--- config.mk ---
export PLATFORM = sky130hd
export DESIGN_NAME = lane_thread_compactor
export DESIGN_NICKNAME = d
export VERILOG_FILES = /design/src/rtl/ltc_pkg.sv /design/src/rtl/ltc_lane_pick.sv /design/src/rtl/ltc_mask_bank.sv /design/src/rtl/ltc_warp_tally.sv /design/src/rtl/lane_thread_compactor.sv
export SDC_FILE = /design/constraint.sdc
export NUM_CORES = 1
export LEC_CHECK = 0
export BUFFER_PORTS_ARGS = -buffer_cell sky130_fd_sc_hd__buf_2
export CORE_AREA = 2 2 51 49
export DETAILED_ROUTE_END_ITERATION = 12
export DIE_AREA = 0 0 53 51
export PLACE_DENSITY_LB_ADDON = 0.08
export SLEW_MARGIN = 20
export SYNTH_ARGS = -nofsm -noshare
export SYNTH_HDL_FRONTEND = slang
export SYNTH_SLANG_ARGS = --single-unit
--- constraint.sdc ---
create_clock -name clk -period 3.6 [get_ports clk]
set_clock_uncertainty 0.2 [all_clocks]
set_input_delay 0.36 -clock clk [delete_from_list [all_inputs] [get_ports clk]]
set_output_delay 0.36 -clock clk [all_outputs]
set_load 0.02 [all_outputs]
--- src/rtl/ltc_pkg.sv ---
package ltc_pkg;
  typedef enum logic [0:0] {
    CMP_IDLE = 1'b0,
    CMP_RUN  = 1'b1
  } cmp_state_e;
endpackage

--- src/rtl/ltc_lane_pick.sv ---
module ltc_lane_pick #(
  parameter int ROWS  = 3,
  parameter int LANES = 4,
  parameter int LANE  = 0,
  parameter int TID_W = 4
) (
  input  logic [ROWS-1:0]  column,
  output logic             found,
  output logic [ROWS-1:0]  pick_onehot,
  output logic [TID_W-1:0] pick_tid
);
  always_comb begin
    found       = 1'b0;
    pick_onehot = '0;
    pick_tid    = '0;
    for (int r = ROWS - 1; r >= 0; r--) begin
      if (column[r]) begin
        found       = 1'b1;
        pick_onehot = ROWS'(1) << r;
        pick_tid    = TID_W'(r * LANES + LANE);
      end
    end
  end
endmodule

--- src/rtl/ltc_mask_bank.sv ---
module ltc_mask_bank #(
  parameter int BITS = 12
) (
  input  logic            clk,
  input  logic            rst_n,
  input  logic            load,
  input  logic [BITS-1:0] load_val,
  input  logic            clr_en,
  input  logic [BITS-1:0] clr_bits,
  output logic [BITS-1:0] mask_q
);
  always_ff @(posedge clk) begin
    if (!rst_n)      mask_q <= '0;
    else if (load)   mask_q <= load_val;
    else if (clr_en) mask_q <= mask_q & ~clr_bits;
  end
endmodule

--- src/rtl/ltc_warp_tally.sv ---
module ltc_warp_tally #(
  parameter int CNT_W = 2
) (
  input  logic             clk,
  input  logic             rst_n,
  input  logic             clear,
  input  logic             inc,
  output logic [CNT_W-1:0] count
);
  always_ff @(posedge clk) begin
    if (!rst_n)     count <= '0;
    else if (clear) count <= '0;
    else if (inc)   count <= count + CNT_W'(1);
  end
endmodule

--- src/rtl/lane_thread_compactor.sv ---
module lane_thread_compactor #(
  parameter int LANES = 4,
  parameter int ROWS  = 3,
  localparam int THREADS = LANES * ROWS,
  localparam int TID_W   = (THREADS > 1) ? $clog2(THREADS) : 1,
  localparam int CNT_W   = $clog2(ROWS + 1)
) (
  input  logic                     clk,
  input  logic                     rst_n,
  input  logic                     start,
  input  logic [THREADS-1:0]       mask_in,
  output logic                     out_valid,
  input  logic                     out_ready,
  output logic [LANES-1:0]         out_slot_vld,
  output logic [LANES*TID_W-1:0]   out_tid,
  output logic                     done,
  output logic [CNT_W-1:0]         warp_count
);
  import ltc_pkg::*;

  cmp_state_e          st_q;
  logic [THREADS-1:0]  mask_q;
  logic [THREADS-1:0]  clr_bits;
  logic                take_start;
  logic                fire;
  logic                last_fire;
  logic                done_q;

  assign take_start = start && (st_q == CMP_IDLE);
  assign out_valid  = (st_q == CMP_RUN) && (|mask_q);
  assign fire       = out_valid && out_ready;
  assign last_fire  = fire && ((mask_q & ~clr_bits) == '0);

  ltc_mask_bank #(.BITS(THREADS)) u_bank (
    .clk      (clk),
    .rst_n    (rst_n),
    .load     (take_start),
    .load_val (mask_in),
    .clr_en   (fire),
    .clr_bits (clr_bits),
    .mask_q   (mask_q)
  );

  for (genvar l = 0; l < LANES; l++) begin : g_lane
    logic [ROWS-1:0] column;
    logic [ROWS-1:0] onehot;
    for (genvar r = 0; r < ROWS; r++) begin : g_row
      assign column[r]              = mask_q[r*LANES + l];
      assign clr_bits[r*LANES + l]  = onehot[r];
    end
    ltc_lane_pick #(.ROWS(ROWS), .LANES(LANES), .LANE(l), .TID_W(TID_W)) u_pick (
      .column      (column),
      .found       (out_slot_vld[l]),
      .pick_onehot (onehot),
      .pick_tid    (out_tid[l*TID_W +: TID_W])
    );

    // an occupied slot only ever holds a thread homed on that lane
    p_lane_home_r2: assert property (@(posedge clk) disable iff (!rst_n)
      out_slot_vld[l] |-> ((int'(out_tid[l*TID_W +: TID_W]) % LANES) == l));
  end

  ltc_warp_tally #(.CNT_W(CNT_W)) u_tally (
    .clk   (clk),
    .rst_n (rst_n),
    .clear (take_start),
    .inc   (fire),
    .count (warp_count)
  );

  always_ff @(posedge clk) begin
    if (!rst_n) begin
      st_q   <= CMP_IDLE;
      done_q <= 1'b0;
    end else begin
      done_q <= (take_start && (mask_in == '0)) || last_fire;
      if (take_start && (mask_in != '0)) st_q <= CMP_RUN;
      else if (last_fire)                st_q <= CMP_IDLE;
    end
  end

  assign done = done_q;

  p_hold_r7: assert property (@(posedge clk) disable iff (!rst_n)
    (out_valid && !out_ready) |=> (out_valid && $stable(out_slot_vld) && $stable(out_tid)));

  p_nonempty_r3: assert property (@(posedge clk) disable iff (!rst_n)
    out_valid |-> ($countones(out_slot_vld) > 0));

  p_done_pulse_r4: assert property (@(posedge clk) disable iff (!rst_n)
    done |=> !done);

  p_count_bound_r4: assert property (@(posedge clk) disable iff (!rst_n)
    warp_count <= CNT_W'(ROWS));

  p_done_quiet_r6: assert property (@(posedge clk) disable iff (!rst_n)
    done |-> !out_valid);
endmodule

Word-level counts from Yosys, hierarchy flattened
Index checks and enable logic that the tools add are counted.
Cells by class
  reduce and logical (&&, ||, !) cells: 14
  bitwise logic cells: 4
  add/sub/neg operators: 1
  muxes and demuxes: 40
Operators by type and width (number)
  2-to-1 mux 4 bit: 12
  2-to-1 mux 3 bit: 12
  logical NOT 12 bit: 2
  2-to-1 mux 12 bit: 2
  2-to-1 mux 1 bit: 14
  bitwise AND 12 bit: 1
  inverter 12 bit: 1
  nonzero test 12 bit: 1
  OR reduction 12 bit: 1
  logical AND 1 bit: 6
  nonzero test 2 bit: 2
  adder 2 x 1 -> 2 bit, second input constant: 1
  inverter 1 bit: 2
  OR reduction 2 bit: 1
  logical OR 1 bit: 1
Storage, ports and cells
  register bits after elaboration: 16
  word-level logic and storage cells: 63
  bits of input ports: 16
  output and inout bits: 24

Longest topological paths before layout
Gate-level depths: netlist of run 1.
  word-level depth: 9
  mapped depth: 6
  depth with buffers taken out: 4

Hierarchy
From an unflattened synthesis of run 1, not the netlist that was laid out.
Unflattened totals
  cell total of the unflattened synthesis: 141
  area, all modules: 1342.5 um^2
Modules (own cells, without submodules)
  ltc_mask_bank: instances 1, area each 700.7 um^2, sequential area each 240.2 um^2, cells each 64
  lane_thread_compactor: instances 1, area each 315.3 um^2, sequential area each 40.0 um^2, cells each 34
  ltc_lane_pick (g_lane[0].u_pick ...): instances 3, area each 61.3 um^2, sequential area each 0.0 um^2, cells each 9
  ltc_warp_tally: instances 1, area each 85.1 um^2, sequential area each 40.0 um^2, cells each 8
  ltc_lane_pick (g_lane[3].u_pick): instances 1, area each 57.6 um^2, sequential area each 0.0 um^2, cells each 8

Worst setup path after synthesis of run 1
OpenSTA, ideal clock, no wires.
  path type: register -> register
  from: register u_bank.mask_q[2]
  to: register u_tally.count[0]
  clock period less this slack: 1.515 ns
  library setup time: 0.115 ns
  stages on the path, launching flop included: 7
  buffers on the path: 2
  arrival time: 1.201 ns
  data required time: 3.285 ns
  path slack: 2.085 ns
  cell sequence: dfxtp_1 buf_2 nor4_2 a31o_4 buf_8 xnor2_1 nor2_1
On the way
  longest elaborated chain between the ends: 3
RTL lines
  start: declaration: RTL line ltc_mask_bank.sv:10  | output logic [BITS-1:0] mask_q
  start signal: assignment: RTL line ltc_mask_bank.sv:14  | else if (load) mask_q <= load_val;
  start signal: assignment: RTL line ltc_mask_bank.sv:15  | else if (clr_en) mask_q <= mask_q & ~clr_bits;
  OR reduction 12 bit: RTL line lane_thread_compactor.sv:30  | assign out_valid = (st_q == CMP_RUN) && (|mask_q);
  logical AND 1 bit: RTL line lane_thread_compactor.sv:30
  logical AND 1 bit: RTL line lane_thread_compactor.sv:31  | assign fire = out_valid && out_ready;
  end signal: assignment: RTL line ltc_warp_tally.sv:13  | else if (inc) count <= count + CNT_W'(1);
  end: declaration: RTL line ltc_warp_tally.sv:8  | output logic [CNT_W-1:0] count
Every way passes these cells.
A chain may end at the register's enable or synchronous reset.

Worst setup path after layout of run 1
  from: register u_bank.mask_q[6]
  to: output port out_valid
On the way
  longest elaborated chain between the ends: 2
RTL lines
  OR reduction 12 bit: RTL line lane_thread_compactor.sv:30
  logical AND 1 bit: RTL line lane_thread_compactor.sv:30
  end: declaration: RTL line lane_thread_compactor.sv:12  | output logic out_valid,
Every way passes these cells.

==> impl_metrics.yaml, run 1 <==
pwr:
  p_sw_uw: 164
  combPwrFrac_pct: 28.9
  p_per_area_mw_per_mm2: 425
  power_frac_seq_pct: 45.3
  power_uw: 464
  power_leakage_nw: 0.501
  switching_share_pct: 35.3
  intPower_uw: 300
  ir_drop_mv: 0.316
  clkPwrFrac_pct: 25.8
global_route:
  grt_pass1_wl_um: 3660
  grt_max_degree: 25
  overflow: 0
  antenna_found_initial: 0
  grt_pass1_vias: 823
  grt_usage_pct: 18.3
cts:
  cts_root_buf: "clkbuf_4"
  ctsHoldBuffers: 0
  cts_max_path_buffers: 2
  clock-sinks: 16
  cts_tree: "built"
  postCtsSetupRepairBufs: 0
  worst_skew_pair.late_latency_ns: 0.28
  ctsResizeCount: 0
  clkTransAtPathRegs_ns: 0.10
  cts_made_buffers: 3
  htreeDepth: 1
cells_and_area:
  utilization_pct: 48.9
  diodes: 0
  synthToLayoutAreaGrowth_pct: 5.57
  stdcell_count: 173
  nets: 162
  fillers: 239
  drive_above_1_share_pct: 29.7
place:
  dpl.hpwl_um: 1680
  gp_congestion: 0.772
  placedCellCount: 169
  port-buffer-count: 35
synthesis:
  synth_edf_count: 0
  synth_top_flop_cell: "dfxtp_1"
  ys_types: 27
  yosysWarnings: 0
  synth_top_area_cell: "dfxtp_1"
  yosysMostFrequentCell: "buf_4"
  syn-cell-area_mm2: 0.00103
  ys_seq_area_share_pct: 31.0
  yosys-top-cells-area: "dfxtp_1 31%, buf_4 15%, nand3_1 8.7%"
  ys_seq_elements: 16
  async_flop_share_pct: 0
  synth_top_area_share_pct: 31.0
  avgSynthCellArea_um2: 7.83
  syn_inst: 132
  synthTopCellsByCount: "20 x buf_4, 18 x nand3_1, 16 x dfxtp_1"
routing:
  wire_per_inst_um: 13.0
  viasPerCell: 5.43
  initialDrtViolationCount: 21
  drt_wl_total_um: 2240
  vias: 940
  firstDrtPassIters: 4
  drtAntennaViolNets: 0
  drc: 0
critical_path:
  path_class: "flop to output port"
  cp_data_required_time_ns: 3.04
  cp-end-kind: "output port"
  start_kind: "flop"
  cp_max_fo: 8
  arrival_ns: 1.40
hold_path:
  hp-class: "input port to flop"
timing:
  setup_tns_ns: 0
  fin_crit_ns: 1.96
  max-slew-margin-rel_pct: 45.8
  hold_violations: 0
  worst_pin_slew_ns: 0.812
  grt_setup_unrepaired: "false"
  max_freq_mhz: 511
  setup_viol: 0
  drv_slew: 0
  period_share_pct: 54.4
  whs_ns: 0.0981
die:
  io-pin-count: 40
  die_h_um: 51
  placement_rows: 17
  core_mm2: 0.00223
  initial_core_util_pct: 46.3
  die_w_um: 53
  die_area_mm2: 0.00270
run_status:
  outcome: "finished, final reports clean"
job:
  maxCapViolCount: 0
==> worst paths after layout <==
path                                    to                          start  cells after the start  slack (ns)
max reg2reg              st_q$_SDFFE_PN0P_  u_bank.mask_q[2]$_SDFFE_PN0P_                      4        1.84
max                              out_valid  u_bank.mask_q[6]$_SDFFE_PN0P_                      3        1.64
min reg2reg  u_tally.count[1]$_SDFFE_PP0P_  u_tally.count[1]$_SDFFE_PP0P_                      2        0.30
min          u_bank.mask_q[6]$_SDFFE_PN0P_                     mask_in[6]                      3         0.1
==> stage by stage <==
stage | setup WS [ns] | instance area, µm²
3_5_place_dp | 1.87 | 1050
5_1_grt | 1.54 | 1090
3_3_place_gp | 1.85 | 1050
2_1_floorplan | 2.08 | 1040
4_1_cts | 1.63 | 1090
6_report | 1.64 | 1090
==> power by group through the flow <==
stage / sequential (mW) / clock [mW] / combinational [mW]
after floorplan: 0.205 / 0 / 0.134
after global placement: 0.214 / 0 / 0.133
after detailed placement: 0.214 / 0 / 0.135
after CTS: 0.210 / 0.123 / 0.135
after global routing: 0.213 / 0.133 / 0.146
final: 0.210 / 0.120 / 0.134
==> sequential cells by signal (all words and copies together) (netlist names) <==
| signal | flops |
|---|---|
| done | 1 |
| st_q | 1 |
| u_bank.mask_q | 12 |
| u_tally.count | 2 |
==> logic make-up (layout without fill, tap and decap cells) <==
kind of cell	count (synthesis)	count (layout)	share of synthesized area [%]
and+or+nand+nor	59	59	31.6
buffers and inverters	31	41	20.1
DFF	16	16	31.0
other	1	4	0.363
AOI/OAI and AO/OA	24	24	16.1
xor gates and xnor gates	1	1	0.848
==> area by class of cell <==
cell class	instances	area (µm²)	area share [%]
multi-input cells	88	517	47.4
flip-flops and latches	16	320	29.4
repair buffers	35	175	16.1
clock buffers	4	36.3	3.33
well taps	28	35.0	3.21
inverters	2	7.51	0.688
==> layout by cell type, fill, tap and decap left out <==
cell,synthesis,routed
nand3_1,18,18
a21oi_1,1,1
nor3b_1,4,4
nor3_1,5,5
a22oi_1,2,2
nand2_1,13,13
o21ai_1,6,6
clkbuf_4,0,3
dfxtp_1,16,16
conb_1,1,4
clkbuf_8,0,1
nor4_2,3,3
o21a_1,1,1
nand4_1,1,1
nor2b_1,5,5
nor4_1,3,3
a31o_4,1,1
a21boi_1,4,4
inv_1,2,2
a31oi_1,1,1
or3_1,5,5
o21ai_0,4,4
buf_2,4,35
xnor2_1,1,1
nor2_1,2,2
o2111ai_1,4,4
==> worst max-delay path, cell delays in order (launching register included) <==
cell     delay (ns)
dfxtp_1        0.39
nor4_2         0.41
a31oi_1        0.14
buf_2          0.18
==> per-layer routing <==
layer  routed length, µm  vias to the layer above  track usage [%]
li1                    -                      475                -
met1                1100                      430             24.1
met2                 968                       33             28.7
met3                 158                        2             3.80
met4                  14                        0             7.69
met5                   0                        -                0
No activity file was read; power rests on OpenSTA's default activity.
==> run 2, diff against run 1 <==
--- a/config.mk
+++ b/config.mk
@@ -6,9 +6,9 @@
 export NUM_CORES = 1
 export LEC_CHECK = 0
 export BUFFER_PORTS_ARGS = -buffer_cell sky130_fd_sc_hd__buf_2
-export CORE_AREA = 2 2 51 49
+export CORE_AREA = 2 2 55 52
 export DETAILED_ROUTE_END_ITERATION = 12
-export DIE_AREA = 0 0 53 51
+export DIE_AREA = 0 0 57 54
 export PLACE_DENSITY_LB_ADDON = 0.08
 export SLEW_MARGIN = 20
 export SYNTH_ARGS = -nofsm -noshare
==> constraint.sdc (replaced) <==
create_clock -name clk -period 1.7 [get_ports clk]
set_clock_uncertainty 0.2 [all_clocks]
set_input_delay 0.17 -clock clk [delete_from_list [all_inputs] [get_ports clk]]
set_output_delay 0.17 -clock clk [all_outputs]
set_load 0.02 [all_outputs]
==> run 2 against run 1 <==
  * Largest power group unchanged
  * Sequential share of layout area fell by 6.1 points
  * Cell area rose by 31%
  * Die area rose by 14%
  * Worst hold slack got worse by 0.011 ns
  * Sequential cell count did not move
  * Via count rose by 10%
  * Global-route usage fell by 0.36 points
  * Sequential power rose by 110%
  * Critical endpoint is now out_slot_vld[0]
  * Register-to-register slack got worse by 1.7 ns
  * Worst setup slack got worse by 1.6 ns
  * Combinational power rose to 3.2 times the previous value
  * Clock power rose by 110%
==> impl_metrics.yaml, run 2 (same netlist as run 1, synthesis figures left out) <==
place:
  dp_slack_ns: 0.0642
  dpl.hpwl_um: 1820
  placedCellCount: 180
  port-buffer-count: 35
  gp_congestion: 0.797
pwr:
  ir_drop_mv: 0.407
  switching_share_pct: 33.8
  power_frac_seq_pct: 38.8
  p_sw_uw: 380
  intPower_uw: 743
  power_mw: 1.12
  combPwrFrac_pct: 38.2
  clkPwrFrac_pct: 22.9
  power_leakage_nw: 0.642
  p_per_area_mw_per_mm2: 787
critical_path:
  r2r-end: "done$_SDFF_PN0_"
  reg2regPathDepth: 4
  path_buf_inv: 2
  r2r-start: "u_bank.mask_q[10]$_SDFFE_PN0P_"
  path_class: "flop to output port"
  worstSetupEndpoint: "out_slot_vld[0]"
  cp_data_required_time_ns: 1.33
  cp-end-kind: "output port"
  reg2reg_slack_ns: 0.10
  cp.depth: 3
  cpPeakStageDelay_ns: 0.38
  arrival_ns: 1.31
  cp-startpoint: "u_bank.mask_q[4]$_SDFFE_PN0P_"
  start_kind: "flop"
  crit_chain: "buf_4, or3_4, buf_6"
  crit_slowest_cell: "or3_4"
  cp_top_family: "simple AND/OR/NAND/NOR gates"
  cp_max_fo: 7
cts:
  cts_made_buffers: 3
  cts_tree: "built"
  clkTransAtPathRegs_ns: 0.10
  worst_skew_pair.late_latency_ns: 0.29
  clock-sinks: 16
  cts_root_buf: "clkbuf_4"
  cts_max_path_buffers: 2
  htreeDepth: 1
cells_and_area:
  synthToLayoutAreaGrowth_pct: 38.0
  largest_reg_flops: 12
  most-common-layout-cells: "27 x buf_2, 18 x nand3_1, 13 x nand2_1, 12 x dlygate4sd3_1, 12 x buf_6"
  final_common_cell: "buf_2"
  fillers: 271
  diodes: 0
  utilization_pct: 55.6
  largest_registers: "u_bank.mask_q (12), u_tally.count (2)"
  regMostFlops: "u_bank.mask_q"
  stdcell_count: 199
  drive_above_1_share_pct: 39.1
  nets: 186
global_route:
  grt_usage_pct: 17.9
  grt_pass1_wl_um: 4240
  antenna_found_initial: 0
  grt_max_degree: 25
  grt_pass1_vias: 940
  overflow: 0
die:
  die_area_mm2: 0.00308
  die_w_um: 57
  die_h_um: 54
  initial_core_util_pct: 40.3
  placement_rows: 18
  core_mm2: 0.00257
  io-pin-count: 40
routing:
  drt_wl_total_um: 2580
  drc: 0
  firstDrtPassIters: 4
  drtAntennaViolNets: 0
  wire_per_inst_um: 13.0
  initialDrtViolationCount: 27
  viasPerCell: 5.21
  vias: 1036
timing:
  drv_slew: 0
  setup_tns_ns: 0
  hold_violations: 0
  grt_setup_unrepaired: "true"
  fin_crit_ns: 1.68
  setup_viol: 0
  layout_setup_ws_ns: 0.0189
  max_freq_mhz: 595
  period_share_pct: 98.9
run_status:
  outcome: "finished, final reports clean"
hold_path:
  hp-class: "input port to flop"
job:
  maxCapViolCount: 0
-- run 2: cell types whose count changed in the layout (fill, tap and decap cells not counted), sizes merged --
cell | before | now
buf | 35 | 47
dlygate4sd3 | 0 | 12
-- run 2: area by class of cell --
cell class	instances	area [µm²]	share of cell area (%)
Tap cell	30	37.5	2.63
Multi-Input combinational cell	88	563	39.5
Sequential cell	16	332	23.2
Timing Repair Buffer	59	450	31.6
Inverter	2	7.51	0.526
Clock buffer	4	36.3	2.54
-- run 2: worst min path at each step --
stage               startpoint  depth (start not counted)                       endpoint
CTS                      start                          4  u_bank.mask_q[1]$_SDFFE_PN0P_
global placement    mask_in[7]                          3  u_bank.mask_q[7]$_SDFFE_PN0P_
floorplan           mask_in[4]                          2  u_bank.mask_q[4]$_SDFFE_PN0P_
global route             rst_n                          2                done$_SDFF_PN0_
detailed placement  mask_in[6]                          3  u_bank.mask_q[6]$_SDFFE_PN0P_
finish                   start                          4  u_bank.mask_q[1]$_SDFFE_PN0P_
-- run 2: power by group through the flow --
stage,Sequential (mW),Clock (mW),Combinational (mW)
after floorplan,0.435,0,0.284
after global placement,0.433,0,0.331
after detailed placement,0.434,0,0.329
after CTS,0.429,0.274,0.378
after global routing,0.441,0.290,0.463
final,0.436,0.258,0.429
-- run 2: metal layers --
metal	part of all wire [%]	up-vias	track usage, %
li1	-	522	-
met1	47	474	25.2
met2	46	38	28.0
met3	5.7	2	2.40
met4	0.62	0	6.98
met5	0	-	0
-- run 2: what timing repair did --
item	CTS	global route
hold buffers	12	0
resized for setup	12	23
cloned	0	0
endpoints found under the setup margin	8	10
hold endpoints to repair	12	0
buffers inserted	0	3
pin swaps	0	3
-- run 2: metrics by stage --
step	instance area (µm²)	hold slack [ns]
after global routing	1430	0.117
final	1430	0.0874
after floorplan	1040	0.101
after CTS	1320	0.0762
after detailed placement	1120	0.211
after global placement	1120	0.211
-- run 2: worst reg2reg max path, stage by stage (launching register included) --
cell and delay (ns):
dfxtp_4 0.38, nor4_4 0.33, a31o_4 0.31, nor3_1 0.11, o21a_1 0.19
==> run 3, diff against run 2 <==
--- a/config.mk
+++ b/config.mk
@@ -6,11 +6,12 @@
 export NUM_CORES = 1
 export LEC_CHECK = 0
 export BUFFER_PORTS_ARGS = -buffer_cell sky130_fd_sc_hd__buf_2
-export CORE_AREA = 2 2 55 52
+export CORE_AREA = 2 2 60 57
 export DETAILED_ROUTE_END_ITERATION = 12
-export DIE_AREA = 0 0 57 54
+export DIE_AREA = 0 0 62 59
 export PLACE_DENSITY_LB_ADDON = 0.08
 export SLEW_MARGIN = 20
 export SYNTH_ARGS = -nofsm -noshare
 export SYNTH_HDL_FRONTEND = slang
+export SYNTH_HIERARCHICAL = 1
 export SYNTH_SLANG_ARGS = --single-unit
==> run 3 against run 2 <==
  * The run now ends with setup timing left
  * Sequential share of layout area decreased by 5.3 points
  * Routed wire length increased by 27%
  * Worst hold slack got worse by 0.014 ns
  * Worst setup slack got worse by 0.069 ns
  * First-iteration DRC count increased by 22%
  * Largest cell class unchanged
==> impl_metrics.yaml, run 3 <==
die:
  placement_rows: 19
  die_w_um: 62
  core_mm2: 0.00297
  io-pin-count: 40
  die_h_um: 59
  die_area_mm2: 0.00366
  initial_core_util_pct: 45.2
critical_path:
  cpPeakStageDelay_ns: 0.37
  path_common_cell: "buf_4"
  cp_max_fo: 4
  r2r-start: "u_bank/mask_q[11]$_SDFFE_PN0P_"
  start_kind: "flop"
  arrival_ns: 1.38
  crit_slowest_cell: "dfxtp_4"
  reg2regPathDepth: 7
  cp-end-kind: "output port"
  cp_data_required_time_ns: 1.33
  r2r-end: "u_bank/mask_q[3]$_SDFFE_PN0P_"
  reg2reg_slack_ns: -0.02
  crit_chain: "nor4_4, buf_4, a31oi_1, buf_4"
  path_class: "flop to output port"
routing:
  drtAntennaViolNets: 0
  viasPerCell: 4.73
  firstDrtPassIters: 4
  vias: 1135
  initialDrtViolationCount: 33
  drc: 0
  wire_per_inst_um: 13.7
  drt_wl_total_um: 3280
timing:
  setup_viol: 8
  max_freq_mhz: 571
  period_share_pct: 103
  grt_setup_unrepaired: "true"
  layout_setup_ws_ns: -0.0498
  drv_slew: 0
  whs_ns: 0.0736
  hold_violations: 0
  fin_crit_ns: 1.75
synthesis:
  synth_adder_area_share_pct: 0
  ys_seq_area_share_pct: 23.9
  yosysWarnings: 6
  synth_top_flop_cell: "dfxtp_1"
  synth_top_area_cell: "dfxtp_1"
  synth_top_family_by_area: "simple AND/OR/NAND/NOR gates"
  yosys-top-cells-area: "dfxtp_1 24%, nand3b_4 12%, buf_4 11%"
  synth-compound-area-share_pct: 20.2
  yosysMostFrequentCell: "nand2_1"
  yosys.area_share.simple_pct: 39.3
  ys_seq_elements: 16
  synth_xor_area_share_pct: 0.652
  synthTopCellsByCount: "23 x nand2_1, 20 x buf_4, 16 x dfxtp_1"
  syn_inst: 141
  syn-cell-area_mm2: 0.00134
  synth_top_area_share_pct: 23.9
  avgSynthCellArea_um2: 9.52
  async_flop_share_pct: 0
  synth_edf_count: 0
  muxShareOfSynthArea_pct: 0
  ys_types: 26
cells_and_area:
  nets: 215
  regMostFlops: "u_bank/mask_q"
  synthToLayoutAreaGrowth_pct: 46.6
  largest_registers: "u_bank/mask_q (12), u_tally/count (2)"
  most-common-layout-cells: "26 x buf_2, 26 x buf_4, 23 x nand2_1, 12 x dlygate4sd3_1, 12 x a21boi_2"
  diodes: 0
  drive_above_1_share_pct: 61.6
  fillers: 261
  largest_reg_flops: 12
cts:
  cts_tree: "built"
  cts_max_path_buffers: 2
  cts_root_buf: "clkbuf_4"
  clock-sinks: 16
  htreeDepth: 1
  worst_skew_pair.late_latency_ns: 0.29
  clkTransAtPathRegs_ns: 0.10
  cts_made_buffers: 3
pwr:
  combPwrFrac_pct: 44.7
  p_per_area_mw_per_mm2: 646
  clkPwrFrac_pct: 20.2
  intPower_uw: 844
  power_frac_seq_pct: 35.1
  switching_share_pct: 33.6
  p_sw_uw: 428
  ir_drop_mv: 0.357
  power_leakage_nw: 0.818
global_route:
  grt_pass1_wl_um: 5470
  grt_pass1_vias: 1189
  antenna_found_initial: 0
  grt_max_degree: 23
  overflow: 0
  grt_usage_pct: 20.3
run_status:
  outcome: "complete, but fails checks"
  violations: "setup timing"
hold_path:
  holdPathEnd: "done$_SDFF_PN0_"
  holdPathStages: 2
  hp-class: "input port to flop"
  hp-start: "rst_n"
job:
  maxCapViolCount: 0
place:
  gp_congestion: 0.801
  port-buffer-count: 35
  dpl.hpwl_um: 2440
  dp_slack_ns: -0.0804
run 3: what timing repair did:
item,in CTS,in global routing
buffers inserted,1,0
hold buffers,12,0
resized for setup,27,22
endpoints found under the hold margin,12,0
pin swaps,6,5
setup endpoints to repair,17,25
run 3: power by group through the flow:
stage               sequential [mW]  clock (mW)  combinational [mW]
finish                        0.446       0.257               0.569
global route                  0.451       0.283               0.611
global placement              0.443           0               0.471
floorplan                     0.447           0               0.346
detailed placement            0.444           0               0.478
CTS                           0.444       0.266               0.526
run 3: worst max-delay path, delay by kind of cell (launching register included):
kind,cells,cell delay [ns]
and+or+nand+nor,1,0.27
buffers and inverters,2,0.34
DFF,1,0.37
AOI/OAI and AO/OA,1,0.10
run 3: kinds of logic (layout without fill, tap and decap cells):
group	after synthesis	count (layout)
XOR/XNOR	1	1
AND/OR/NAND/NOR	71	71
other	3	4
flip-flops	16	16
AO/OA/AOI/OAI	22	22
buffers and inverters	28	84
run 3: final cells by class:
cell class              count  area, µm²  area share, %
multi-input cells          98        922           46.9
flip-flops and latches     16        353           17.9
well taps                  42       52.6           2.67
clock buffers               4       36.3           1.84
repair buffers             76        589           29.9
inverters                   4       15.0          0.763
run 3: how the worst max path moves through the flow:
stage                                   start           endpoint  slack, ns  cells past startpoint
2_1_floorplan   u_bank/mask_q[0]$_SDFFE_PN0P_  st_q$_SDFFE_PN0P_     -0.008                      5
3_3_place_gp    u_bank/mask_q[9]$_SDFFE_PN0P_  st_q$_SDFFE_PN0P_      -0.07                      5
3_5_place_dp   u_bank/mask_q[11]$_SDFFE_PN0P_  st_q$_SDFFE_PN0P_      -0.08                      5
4_1_cts        u_bank/mask_q[11]$_SDFFE_PN0P_          out_valid      -0.03                      4
5_1_grt        u_bank/mask_q[11]$_SDFFE_PN0P_          out_valid      -0.13                      4
6_report       u_bank/mask_q[11]$_SDFFE_PN0P_          out_valid      -0.05                      4
run 3: metal layers:
| metal | share of wire [%] | global-route usage, % |
|---|---|---|
| met5 | 0 | 0 |
| met4 | 0.40 | 4.56 |
| met3 | 3.1 | 3.71 |
| met2 | 50 | 33.8 |
| met1 | 46 | 27.0 |
run 3: stage by stage:
stage	area (µm²)	cells	setup TNS [ns]	util [%]	power, mW
global placement	1650	224	-0.0849	55.6	0.914
CTS	1900	241	-0.0879	64.0	1.24
global route	1970	240	-1.38	66.2	1.34
finish	1970	240	-0.137	66.2	1.27
floorplan	1380	142	-0.00752	-	0.793
detailed placement	1650	224	-0.111	55.6	0.922
